===== src/rtl/tlb_pkg.sv =====
`timescale 1ns/1ps
package tlb_pkg;

    localparam logic [1:0] KIND_LOAD  = 2'b00;
    localparam logic [1:0] KIND_STORE = 2'b01;
    localparam logic [1:0] KIND_FETCH = 2'b10;

    localparam logic [1:0] PRIV_U = 2'b00;
    localparam logic [1:0] PRIV_S = 2'b01;
    localparam logic [1:0] PRIV_M = 2'b11;

    localparam int NUM_BANKS = 3;
    localparam logic [1:0] BANK_FETCH = 2'd0;
    localparam logic [1:0] BANK_LOAD  = 2'd1;
    localparam logic [1:0] BANK_STORE = 2'd2;

    localparam logic [1:0] CAUSE_NONE  = 2'b00;
    localparam logic [1:0] CAUSE_FETCH = 2'b01;
    localparam logic [1:0] CAUSE_LOAD  = 2'b10;
    localparam logic [1:0] CAUSE_STORE = 2'b11;

    typedef enum logic [1:0] {
        ST_IDLE  = 2'd0,
        ST_WREQ  = 2'd1,
        ST_WWAIT = 2'd2
    } ctl_state_e;

    // Tag bank that answers a given access type; reserved code acts as load.
    function automatic logic [1:0] bank_of(input logic [1:0] kind);
        case (kind)
            KIND_FETCH: return BANK_FETCH;
            KIND_STORE: return BANK_STORE;
            default:    return BANK_LOAD;
        endcase
    endfunction

    function automatic logic [1:0] cause_of(input logic [1:0] kind);
        case (kind)
            KIND_FETCH: return CAUSE_FETCH;
            KIND_STORE: return CAUSE_STORE;
            default:    return CAUSE_LOAD;
        endcase
    endfunction

endpackage


===== src/rtl/tlb_tag_bank.sv =====
`timescale 1ns/1ps
module tlb_tag_bank #(
    parameter int ENTRIES = 16,
    parameter int TAG_W   = 21,
    localparam int IDX_W  = $clog2(ENTRIES)
) (
    input  logic             clk,
    input  logic             rst_n,
    input  logic             flush_i,
    input  logic [IDX_W-1:0] rd_idx_i,
    output logic [TAG_W-1:0] rd_tag_o,
    input  logic             wr_en_i,
    input  logic             wr_own_i,
    input  logic [IDX_W-1:0] wr_idx_i,
    input  logic [TAG_W-1:0] wr_tag_i
);

    localparam logic [TAG_W-1:0] TAG_INVALID = '1;

    typedef struct {
        logic [TAG_W-1:0] tag [ENTRIES];
    } bank_t;

    bank_t s_d, s_q;

    always_comb begin
        s_d = s_q;
        if (flush_i) begin
            for (int i = 0; i < ENTRIES; i++) begin
                s_d.tag[i] = TAG_INVALID;
            end
        end else if (wr_en_i) begin
            if (wr_own_i) begin
                s_d.tag[wr_idx_i] = wr_tag_i;
            end else if (s_q.tag[wr_idx_i] != wr_tag_i) begin
                s_d.tag[wr_idx_i] = TAG_INVALID;
            end
        end
    end

    always_ff @(posedge clk or negedge rst_n) begin
        if (!rst_n) begin
            for (int i = 0; i < ENTRIES; i++) begin
                s_q.tag[i] <= TAG_INVALID;
            end
        end else begin
            s_q <= s_d;
        end
    end

    assign rd_tag_o = s_q.tag[rd_idx_i];

endmodule


===== src/rtl/tlb_data_bank.sv =====
`timescale 1ns/1ps
module tlb_data_bank #(
    parameter int ENTRIES = 16,
    parameter int PPN_W   = 20,
    localparam int IDX_W  = $clog2(ENTRIES)
) (
    input  logic             clk,
    input  logic             rst_n,
    input  logic [IDX_W-1:0] rd_idx_i,
    output logic [PPN_W-1:0] rd_ppn_o,
    input  logic             wr_en_i,
    input  logic [IDX_W-1:0] wr_idx_i,
    input  logic [PPN_W-1:0] wr_ppn_i
);

    typedef struct {
        logic [PPN_W-1:0] ppn [ENTRIES];
    } data_t;

    data_t s_d, s_q;

    always_comb begin
        s_d = s_q;
        if (wr_en_i) begin
            s_d.ppn[wr_idx_i] = wr_ppn_i;
        end
    end

    always_ff @(posedge clk or negedge rst_n) begin
        if (!rst_n) begin
            for (int i = 0; i < ENTRIES; i++) begin
                s_q.ppn[i] <= '0;
            end
        end else begin
            s_q <= s_d;
        end
    end

    assign rd_ppn_o = s_q.ppn[rd_idx_i];

endmodule


===== src/rtl/tlb_ctrl.sv =====
`timescale 1ns/1ps
module tlb_ctrl
    import tlb_pkg::*;
#(
    parameter int VA_W       = 32,
    parameter int PA_W       = 32,
    parameter int PAGE_SHIFT = 12,
    localparam int VPN_W     = VA_W - PAGE_SHIFT,
    localparam int PPN_W     = PA_W - PAGE_SHIFT
) (
    input  logic             clk,
    input  logic             rst_n,
    input  logic             flush_i,
    input  logic             vm_on_i,
    input  logic [1:0]       priv_i,
    input  logic [1:0]       mprv_i,
    input  logic             req_valid_i,
    output logic             req_ready_o,
    input  logic [VA_W-1:0]  req_vaddr_i,
    input  logic [1:0]       req_kind_i,
    input  logic             lookup_hit_i,
    input  logic [PPN_W-1:0] lookup_ppn_i,
    output logic             rsp_valid_o,
    output logic             rsp_hit_o,
    output logic [1:0]       rsp_cause_o,
    output logic [PA_W-1:0]  rsp_paddr_o,
    output logic [VA_W-1:0]  rsp_vaddr_o,
    output logic             walk_req_valid_o,
    input  logic             walk_req_ready_i,
    output logic [VA_W-1:0]  walk_vaddr_o,
    output logic [1:0]       walk_kind_o,
    output logic             walk_super_o,
    input  logic             walk_rsp_valid_i,
    input  logic             walk_rsp_ok_i,
    input  logic [PPN_W-1:0] walk_rsp_ppn_i,
    output logic             walk_busy_o,
    output logic             refill_en_o,
    output logic [VPN_W-1:0] refill_vpn_o,
    output logic [1:0]       refill_kind_o,
    output logic [PPN_W-1:0] refill_ppn_o
);

    typedef struct packed {
        ctl_state_e      st;
        logic [VA_W-1:0] vaddr;
        logic [1:0]      kind;
        logic            sup;
        logic            stale;
        logic            rv;
        logic            rhit;
        logic [1:0]      rcause;
        logic [PA_W-1:0] rpa;
    } ctl_t;

    ctl_t c_d, c_q;

    logic accept, bypass, sup_now, ready;

    always_comb begin
        ready   = (c_q.st == ST_IDLE) && !flush_i;
        accept  = req_valid_i && ready;
        bypass  = !vm_on_i ||
                  ((priv_i == PRIV_M) && ((req_kind_i == KIND_FETCH) || (mprv_i == PRIV_M)));
        sup_now = (priv_i == PRIV_S) || ((priv_i == PRIV_M) && (mprv_i == PRIV_S));

        c_d    = c_q;
        c_d.rv = 1'b0;

        case (c_q.st)
            ST_IDLE: begin
                if (accept) begin
                    c_d.vaddr  = req_vaddr_i;
                    c_d.kind   = req_kind_i;
                    c_d.sup    = sup_now;
                    c_d.stale  = 1'b0;
                    c_d.rcause = CAUSE_NONE;
                    if (bypass) begin
                        c_d.rv   = 1'b1;
                        c_d.rhit = 1'b1;
                        c_d.rpa  = PA_W'(req_vaddr_i);
                    end else if (lookup_hit_i) begin
                        c_d.rv   = 1'b1;
                        c_d.rhit = 1'b1;
                        c_d.rpa  = {lookup_ppn_i, req_vaddr_i[PAGE_SHIFT-1:0]};
                    end else begin
                        c_d.st = ST_WREQ;
                    end
                end
            end
            ST_WREQ: begin
                if (flush_i) c_d.stale = 1'b1;
                if (walk_req_ready_i) c_d.st = ST_WWAIT;
            end
            ST_WWAIT: begin
                if (flush_i) c_d.stale = 1'b1;
                if (walk_rsp_valid_i) begin
                    c_d.st   = ST_IDLE;
                    c_d.rv   = 1'b1;
                    c_d.rhit = 1'b0;
                    if (walk_rsp_ok_i) begin
                        c_d.rcause = CAUSE_NONE;
                        c_d.rpa    = {walk_rsp_ppn_i, c_q.vaddr[PAGE_SHIFT-1:0]};
                    end else begin
                        c_d.rcause = cause_of(c_q.kind);
                        c_d.rpa    = '0;
                    end
                end
            end
            default: c_d.st = ST_IDLE;
        endcase
    end

    always_ff @(posedge clk or negedge rst_n) begin
        if (!rst_n) begin
            c_q <= '{st: ST_IDLE, default: '0};
        end else begin
            c_q <= c_d;
        end
    end

    assign req_ready_o      = ready;
    assign rsp_valid_o      = c_q.rv;
    assign rsp_hit_o        = c_q.rhit;
    assign rsp_cause_o      = c_q.rcause;
    assign rsp_paddr_o      = c_q.rpa;
    assign rsp_vaddr_o      = c_q.vaddr;
    assign walk_req_valid_o = (c_q.st == ST_WREQ);
    assign walk_vaddr_o     = c_q.vaddr;
    assign walk_kind_o      = c_q.kind;
    assign walk_super_o     = c_q.sup;
    assign walk_busy_o      = (c_q.st == ST_WWAIT);

    // A flush in the reply cycle or earlier in the walk blocks the install.
    assign refill_en_o   = (c_q.st == ST_WWAIT) && walk_rsp_valid_i && walk_rsp_ok_i &&
                           !c_q.stale && !flush_i;
    assign refill_vpn_o  = c_q.vaddr[VA_W-1:PAGE_SHIFT];
    assign refill_kind_o = c_q.kind;
    assign refill_ppn_o  = walk_rsp_ppn_i;

endmodule


===== src/rtl/tlb_split_tag.sv =====
`timescale 1ns/1ps
module tlb_split_tag
    import tlb_pkg::*;
#(
    parameter int VA_W       = 32,
    parameter int PA_W       = 32,
    parameter int PAGE_SHIFT = 12,
    parameter int ENTRIES    = 16,
    localparam int VPN_W     = VA_W - PAGE_SHIFT,
    localparam int PPN_W     = PA_W - PAGE_SHIFT,
    localparam int IDX_W     = $clog2(ENTRIES),
    localparam int TAG_W     = VPN_W + 1
) (
    input  logic             clk,
    input  logic             rst_n,
    input  logic             flush_i,
    input  logic             vm_on_i,
    input  logic [1:0]       priv_i,
    input  logic [1:0]       mprv_i,
    input  logic             req_valid_i,
    output logic             req_ready_o,
    input  logic [VA_W-1:0]  req_vaddr_i,
    input  logic [1:0]       req_kind_i,
    output logic             rsp_valid_o,
    output logic             rsp_hit_o,
    output logic [1:0]       rsp_cause_o,
    output logic [PA_W-1:0]  rsp_paddr_o,
    output logic [VA_W-1:0]  rsp_vaddr_o,
    output logic             walk_req_valid_o,
    input  logic             walk_req_ready_i,
    output logic [VA_W-1:0]  walk_vaddr_o,
    output logic [1:0]       walk_kind_o,
    output logic             walk_super_o,
    input  logic             walk_rsp_valid_i,
    input  logic             walk_rsp_ok_i,
    input  logic [PPN_W-1:0] walk_rsp_ppn_i
);

    logic [VPN_W-1:0] req_vpn;
    logic [IDX_W-1:0] rd_idx, wr_idx;
    logic [TAG_W-1:0] want_tag, new_tag;
    logic [TAG_W-1:0] rd_tag [NUM_BANKS];
    logic [TAG_W-1:0] sel_tag;
    logic [PPN_W-1:0] rd_ppn;
    logic             lookup_hit;
    logic             walk_busy;
    logic             refill_en;
    logic [VPN_W-1:0] refill_vpn;
    logic [1:0]       refill_kind;
    logic [PPN_W-1:0] refill_ppn;

    // Tags carry a leading zero so the all-ones marker never equals a real page.
    assign req_vpn  = req_vaddr_i[VA_W-1:PAGE_SHIFT];
    assign rd_idx   = req_vpn[IDX_W-1:0];
    assign want_tag = {1'b0, req_vpn};
    assign wr_idx   = refill_vpn[IDX_W-1:0];
    assign new_tag  = {1'b0, refill_vpn};

    for (genvar b = 0; b < NUM_BANKS; b++) begin : g_bank
        logic own;
        assign own = (bank_of(refill_kind) == 2'(b));
        tlb_tag_bank #(
            .ENTRIES (ENTRIES),
            .TAG_W   (TAG_W)
        ) u_tags (
            .clk      (clk),
            .rst_n    (rst_n),
            .flush_i  (flush_i),
            .rd_idx_i (rd_idx),
            .rd_tag_o (rd_tag[b]),
            .wr_en_i  (refill_en),
            .wr_own_i (own),
            .wr_idx_i (wr_idx),
            .wr_tag_i (new_tag)
        );
    end

    always_comb begin
        case (bank_of(req_kind_i))
            BANK_FETCH: sel_tag = rd_tag[0];
            BANK_STORE: sel_tag = rd_tag[2];
            default:    sel_tag = rd_tag[1];
        endcase
        lookup_hit = (sel_tag == want_tag);
    end

    tlb_data_bank #(
        .ENTRIES (ENTRIES),
        .PPN_W   (PPN_W)
    ) u_data (
        .clk      (clk),
        .rst_n    (rst_n),
        .rd_idx_i (rd_idx),
        .rd_ppn_o (rd_ppn),
        .wr_en_i  (refill_en),
        .wr_idx_i (wr_idx),
        .wr_ppn_i (refill_ppn)
    );

    tlb_ctrl #(
        .VA_W       (VA_W),
        .PA_W       (PA_W),
        .PAGE_SHIFT (PAGE_SHIFT)
    ) u_ctrl (
        .clk              (clk),
        .rst_n            (rst_n),
        .flush_i          (flush_i),
        .vm_on_i          (vm_on_i),
        .priv_i           (priv_i),
        .mprv_i           (mprv_i),
        .req_valid_i      (req_valid_i),
        .req_ready_o      (req_ready_o),
        .req_vaddr_i      (req_vaddr_i),
        .req_kind_i       (req_kind_i),
        .lookup_hit_i     (lookup_hit),
        .lookup_ppn_i     (rd_ppn),
        .rsp_valid_o      (rsp_valid_o),
        .rsp_hit_o        (rsp_hit_o),
        .rsp_cause_o      (rsp_cause_o),
        .rsp_paddr_o      (rsp_paddr_o),
        .rsp_vaddr_o      (rsp_vaddr_o),
        .walk_req_valid_o (walk_req_valid_o),
        .walk_req_ready_i (walk_req_ready_i),
        .walk_vaddr_o     (walk_vaddr_o),
        .walk_kind_o      (walk_kind_o),
        .walk_super_o     (walk_super_o),
        .walk_rsp_valid_i (walk_rsp_valid_i),
        .walk_rsp_ok_i    (walk_rsp_ok_i),
        .walk_rsp_ppn_i   (walk_rsp_ppn_i),
        .walk_busy_o      (walk_busy),
        .refill_en_o      (refill_en),
        .refill_vpn_o     (refill_vpn),
        .refill_kind_o    (refill_kind),
        .refill_ppn_o     (refill_ppn)
    );

endmodule


===== config.mk =====
export PLATFORM = sky130hd
export DESIGN_NAME = tlb_split_tag
export DESIGN_NICKNAME = d
export VERILOG_FILES = /design/src/rtl/tlb_pkg.sv /design/src/rtl/tlb_tag_bank.sv /design/src/rtl/tlb_data_bank.sv /design/src/rtl/tlb_ctrl.sv /design/src/rtl/tlb_split_tag.sv
export SDC_FILE = /design/constraint.sdc
export NUM_CORES = 2
export LEC_CHECK = 0
export BUFFER_PORTS_ARGS = -buffer_cell sky130_fd_sc_hd__buf_2
export CORE_ASPECT_RATIO = 1.5
export CORE_MARGIN = 5
export CORE_UTILIZATION = 60
export DETAILED_ROUTE_END_ITERATION = 6
export HOLD_SLACK_MARGIN = 0.06
export PLACE_DENSITY = 0.77
export SYNTH_ARGS = -nofsm -noshare
export SYNTH_HDL_FRONTEND = slang
export SYNTH_SLANG_ARGS = --single-unit

===== constraint.sdc =====
create_clock -name clk -period 6.4 [get_ports clk]
set_clock_uncertainty 0.1 [all_clocks]
set_input_delay 0.32 -clock clk [delete_from_list [all_inputs] [get_ports clk]]
set_output_delay 0.32 -clock clk [all_outputs]
set_load 0.02 [all_outputs]

==> impl_metrics.env <==
export IMPL_fp_coreArea_mm2=0.1220
export IMPL_ys_top_cells_by_count="dfstp_2 (1,008), a21oi_1 (804), nor3_1 (799)"
export IMPL_grt_usage_pct=36.16
export IMPL_final_nets=5953
export IMPL_synth_seq_area_share_pct=49.39
export IMPL_cap_violations=0
export IMPL_syn_num_nets=6144
export IMPL_synth_area_top_cells="dfstp_2 (36%), mux4_2 (16%), dfrtp_1 (13%)"
export IMPL_synth_top_family_by_area="multiplexers"
export IMPL_cts_buffer_depth=3
export IMPL_grt_setup_unrepaired="false"
export IMPL_path_max_fanout=63
export IMPL_final_setup_tns_ns=0
export IMPL_peakVddDrop_v=0.0004723
export IMPL_cts_max_level=4
export IMPL_synth_area_per_cell_um2=12.12
export IMPL_start_util_pct=60.32
export IMPL_cts_setup_buffers=0
export IMPL_synth_seq_cells=1402
export IMPL_synth_largest_area_cell="dfstp_2"
export IMPL_drc=0
export IMPL_placementRows=157
export IMPL_synthAdderAreaFrac_pct=0.1190
export IMPL_dieWidth_um=295.9
export IMPL_synth_xor_area_share_pct=0.8808
export IMPL_routed_via_density=7.181
export IMPL_hold_path_class="input pin to flop"
export IMPL_synth_cell_types=73
export IMPL_p_leak_nw=29.50
export IMPL_drv_slew=0
export IMPL_muxShareOfSynthArea_pct=24.99
export IMPL_finalCritPeriodShare_pct=82.80
export IMPL_cts_buffers_inserted=130
export IMPL_timing_slew_headroom_pct=9.257
export IMPL_ctsHoldBuffers=61
export IMPL_finalHoldViolations=0
export IMPL_dp_slack_ns=1.151
export IMPL_die_area_mm2=0.1299
export IMPL_wl_per_cell_um=30.93
export IMPL_worst_slack_ns=1.101
export IMPL_post_dp_cell_area_mm2=0.07517
export IMPL_setup_violations_final=0
export IMPL_ant_nets=0
export IMPL_synth_edff_count=0
export IMPL_async_flop_share_pct=100.0
export IMPL_grt_pass1_wl_mm=355.6
export IMPL_post_cts_resized=0
export IMPL_drt_first_pass_iters=5
export IMPL_worst_pin_slew_ns=1.358
export IMPL_overflow=0
export IMPL_cp_required_ns=7.03
export IMPL_crit_path_start_kind="flop"
export IMPL_mappedNetlistArea_mm2=0.07358
export IMPL_dp_cells=7277
export IMPL_grt_max_degree=203
export IMPL_finalCriticalPeriod_ns=5.299
export IMPL_synth_compound_area_share_pct=9.893
export IMPL_powerDensity_mw_per_mm2=330.4
export IMPL_area_growth_pct=9.045
export IMPL_io_buffer_count=170
export IMPL_totalWireLength_mm=234.5
export IMPL_drt_iter0_drc=6835
export IMPL_synth_top_area_share_pct=36.00
export IMPL_yosysMostFrequentCell="dfstp_2"
export IMPL_synthesis_instances=6071
export IMPL_slowest_delay_ns=1.10
export IMPL_cp_slowest_cell="dfrtp_4"
export IMPL_synth_simple_area_share_pct=9.761
export IMPL_path_cells="buf_4, mux4_2, mux4_2, or3_1, nor4_1, nand4_1, buf_4, nor2b_4, or2_0, o21a_1"
export IMPL_grt_pass1_vias=56452
export IMPL_critical_path_class="flop to flop"
export IMPL_synth_ff_type="dfstp_2"
export IMPL_final_cell_count_no_fill=7582
export IMPL_synth_warnings=0
export IMPL_critPathTopFamily="simple AND/OR/NAND/NOR gates"
export IMPL_outcome="finished clean"
export IMPL_drive_above_1_share_pct=42.56
export IMPL_stdcell_area_mm2=0.08024
export IMPL_clkTransAtPathRegs_ns=0.06
export IMPL_dieHeight_um=438.9
export IMPL_place_congestion=1.015
export IMPL_place_detailed_hpwl_mm=146.7
export IMPL_multi_input_area_mm2=0.03410
export IMPL_antenna_found_initial=10
export IMPL_regArea_mm2=0.03636
export IMPL_crit_arrival_ns=5.93
export IMPL_cts_tree="done"
export IMPL_max_clock_freq_ghz=0.1887
export IMPL_total_power_w=0.02651
export IMPL_endpoint_kind="flop"
export IMPL_cts_root_buf="clkbuf_16"
export IMPL_num_io_pins=171
export IMPL_fill_cells=8467
export IMPL_clk_latency_ns=0.81
export IMPL_clock_sinks=1402
export IMPL_routed_via_count=54445
export IMPL_cp_num_buf_inv=2
cell families after synthesis:
family,count (synthesis)
AO/OA/AOI/OAI,1241
XOR/XNOR,74
adder cells (fa/ha/maj),7
buffers and inverters,777
flip-flops,1402
multiplexers,1123
AND/OR/NAND/NOR,1447
through the flow:
step	hold slack [ns]	utilization, %
5_1_grt	0.1998	65.76
6_report	0.1850	65.77
4_1_cts	0.1299	65.76
2_1_floorplan	-0.07559	-
3_3_place_gp	0.3610	61.62
3_5_place_dp	0.3681	61.62
flip-flops by register name, summed over array words and instances, names as in the netlist:
name and cells:
g_bank.u_tags.s_q 1008, u_data.s_q 320, u_ctrl.rsp_hit_o 1, u_ctrl.c_q 3
u_ctrl.rsp_valid_o 1, u_ctrl.rsp_vaddr_o 32, u_ctrl.refill_kind_o 2, u_ctrl.rsp_paddr_o 32
u_ctrl.walk_super_o 1, u_ctrl.rsp_cause_o 2
placed cells by master (no fill, tap or decap), drive strengths merged, types with 29 or more instances in the layout:
master,count
buf,344
nor2,127
mux2i,226
a22oi,90
xnor2,54
o21a,97
or2,30
nand2,219
o21ai,80
mux2,362
dfstp,1008
or3,101
dfrtp,394
clkbuf,185
dlygate4sd3,61
mux4,535
clkinv,29
nand2b,39
inv,56
nor2b,31
a21oi,804
nand3,52
nor3,800
report_power, final:
part	leakage (nW)	internal, W	switching (W)
sequential	16.0	0.00992	0.00104
combinational	11.3	0.00261	0.00475
clock	2.17	0.00456	0.00364
total	29.5	0.0171	0.00943
final cells by class:
type                    count  area share, %
well taps                1590          2.479
flip-flops and latches   1402          45.32
clock inverters            51         0.8904
inverters                  49         0.2308
multi-input cells        3892          42.50
clock buffers             185          4.636
repair buffers            405          3.919
diodes                      8        0.02495
worst paths after layout:
check / start / to / slack, ns / cells past startpoint
worst max register to register: u_ctrl.rsp_vaddr_o[13] / g_bank[2].u_tags.s_q[335] / 1.10 / 10
worst min-delay path: req_vaddr_i[0] / u_ctrl.rsp_vaddr_o[0] / 0.18 / 4
worst max-delay path: u_ctrl.rsp_vaddr_o[13] / g_bank[2].u_tags.s_q[335] / 1.10 / 10
min in group asynchronous: rst_n / g_bank[2].u_tags.s_q[104] / 0.44 / 2
max in group asynchronous: rst_n / u_ctrl.rsp_vaddr_o[15] / 4.34 / 3
worst min register to register: g_bank[2].u_tags.s_q[104] / g_bank[2].u_tags.s_q[104] / 0.38 / 2
per-layer routing:
metal	up-vias	track usage, %	share of wire (%)
met2	3402	55.53	47
met3	1185	9.334	9.9
met1	27590	43.76	34
met5	-	0	0.020
met4	6	27.91	10
li1	22262	-	-
worst reg2reg max path: cells and delay by family, from the launching register on:
kind	cells	cell delay (ns)
buf+inv	2	0.79
simple gates	5	1.97
compound gates	1	0.21
mux	2	1.07
flops	1	1.10
Note: power is estimated with default switching activity, not from simulation.
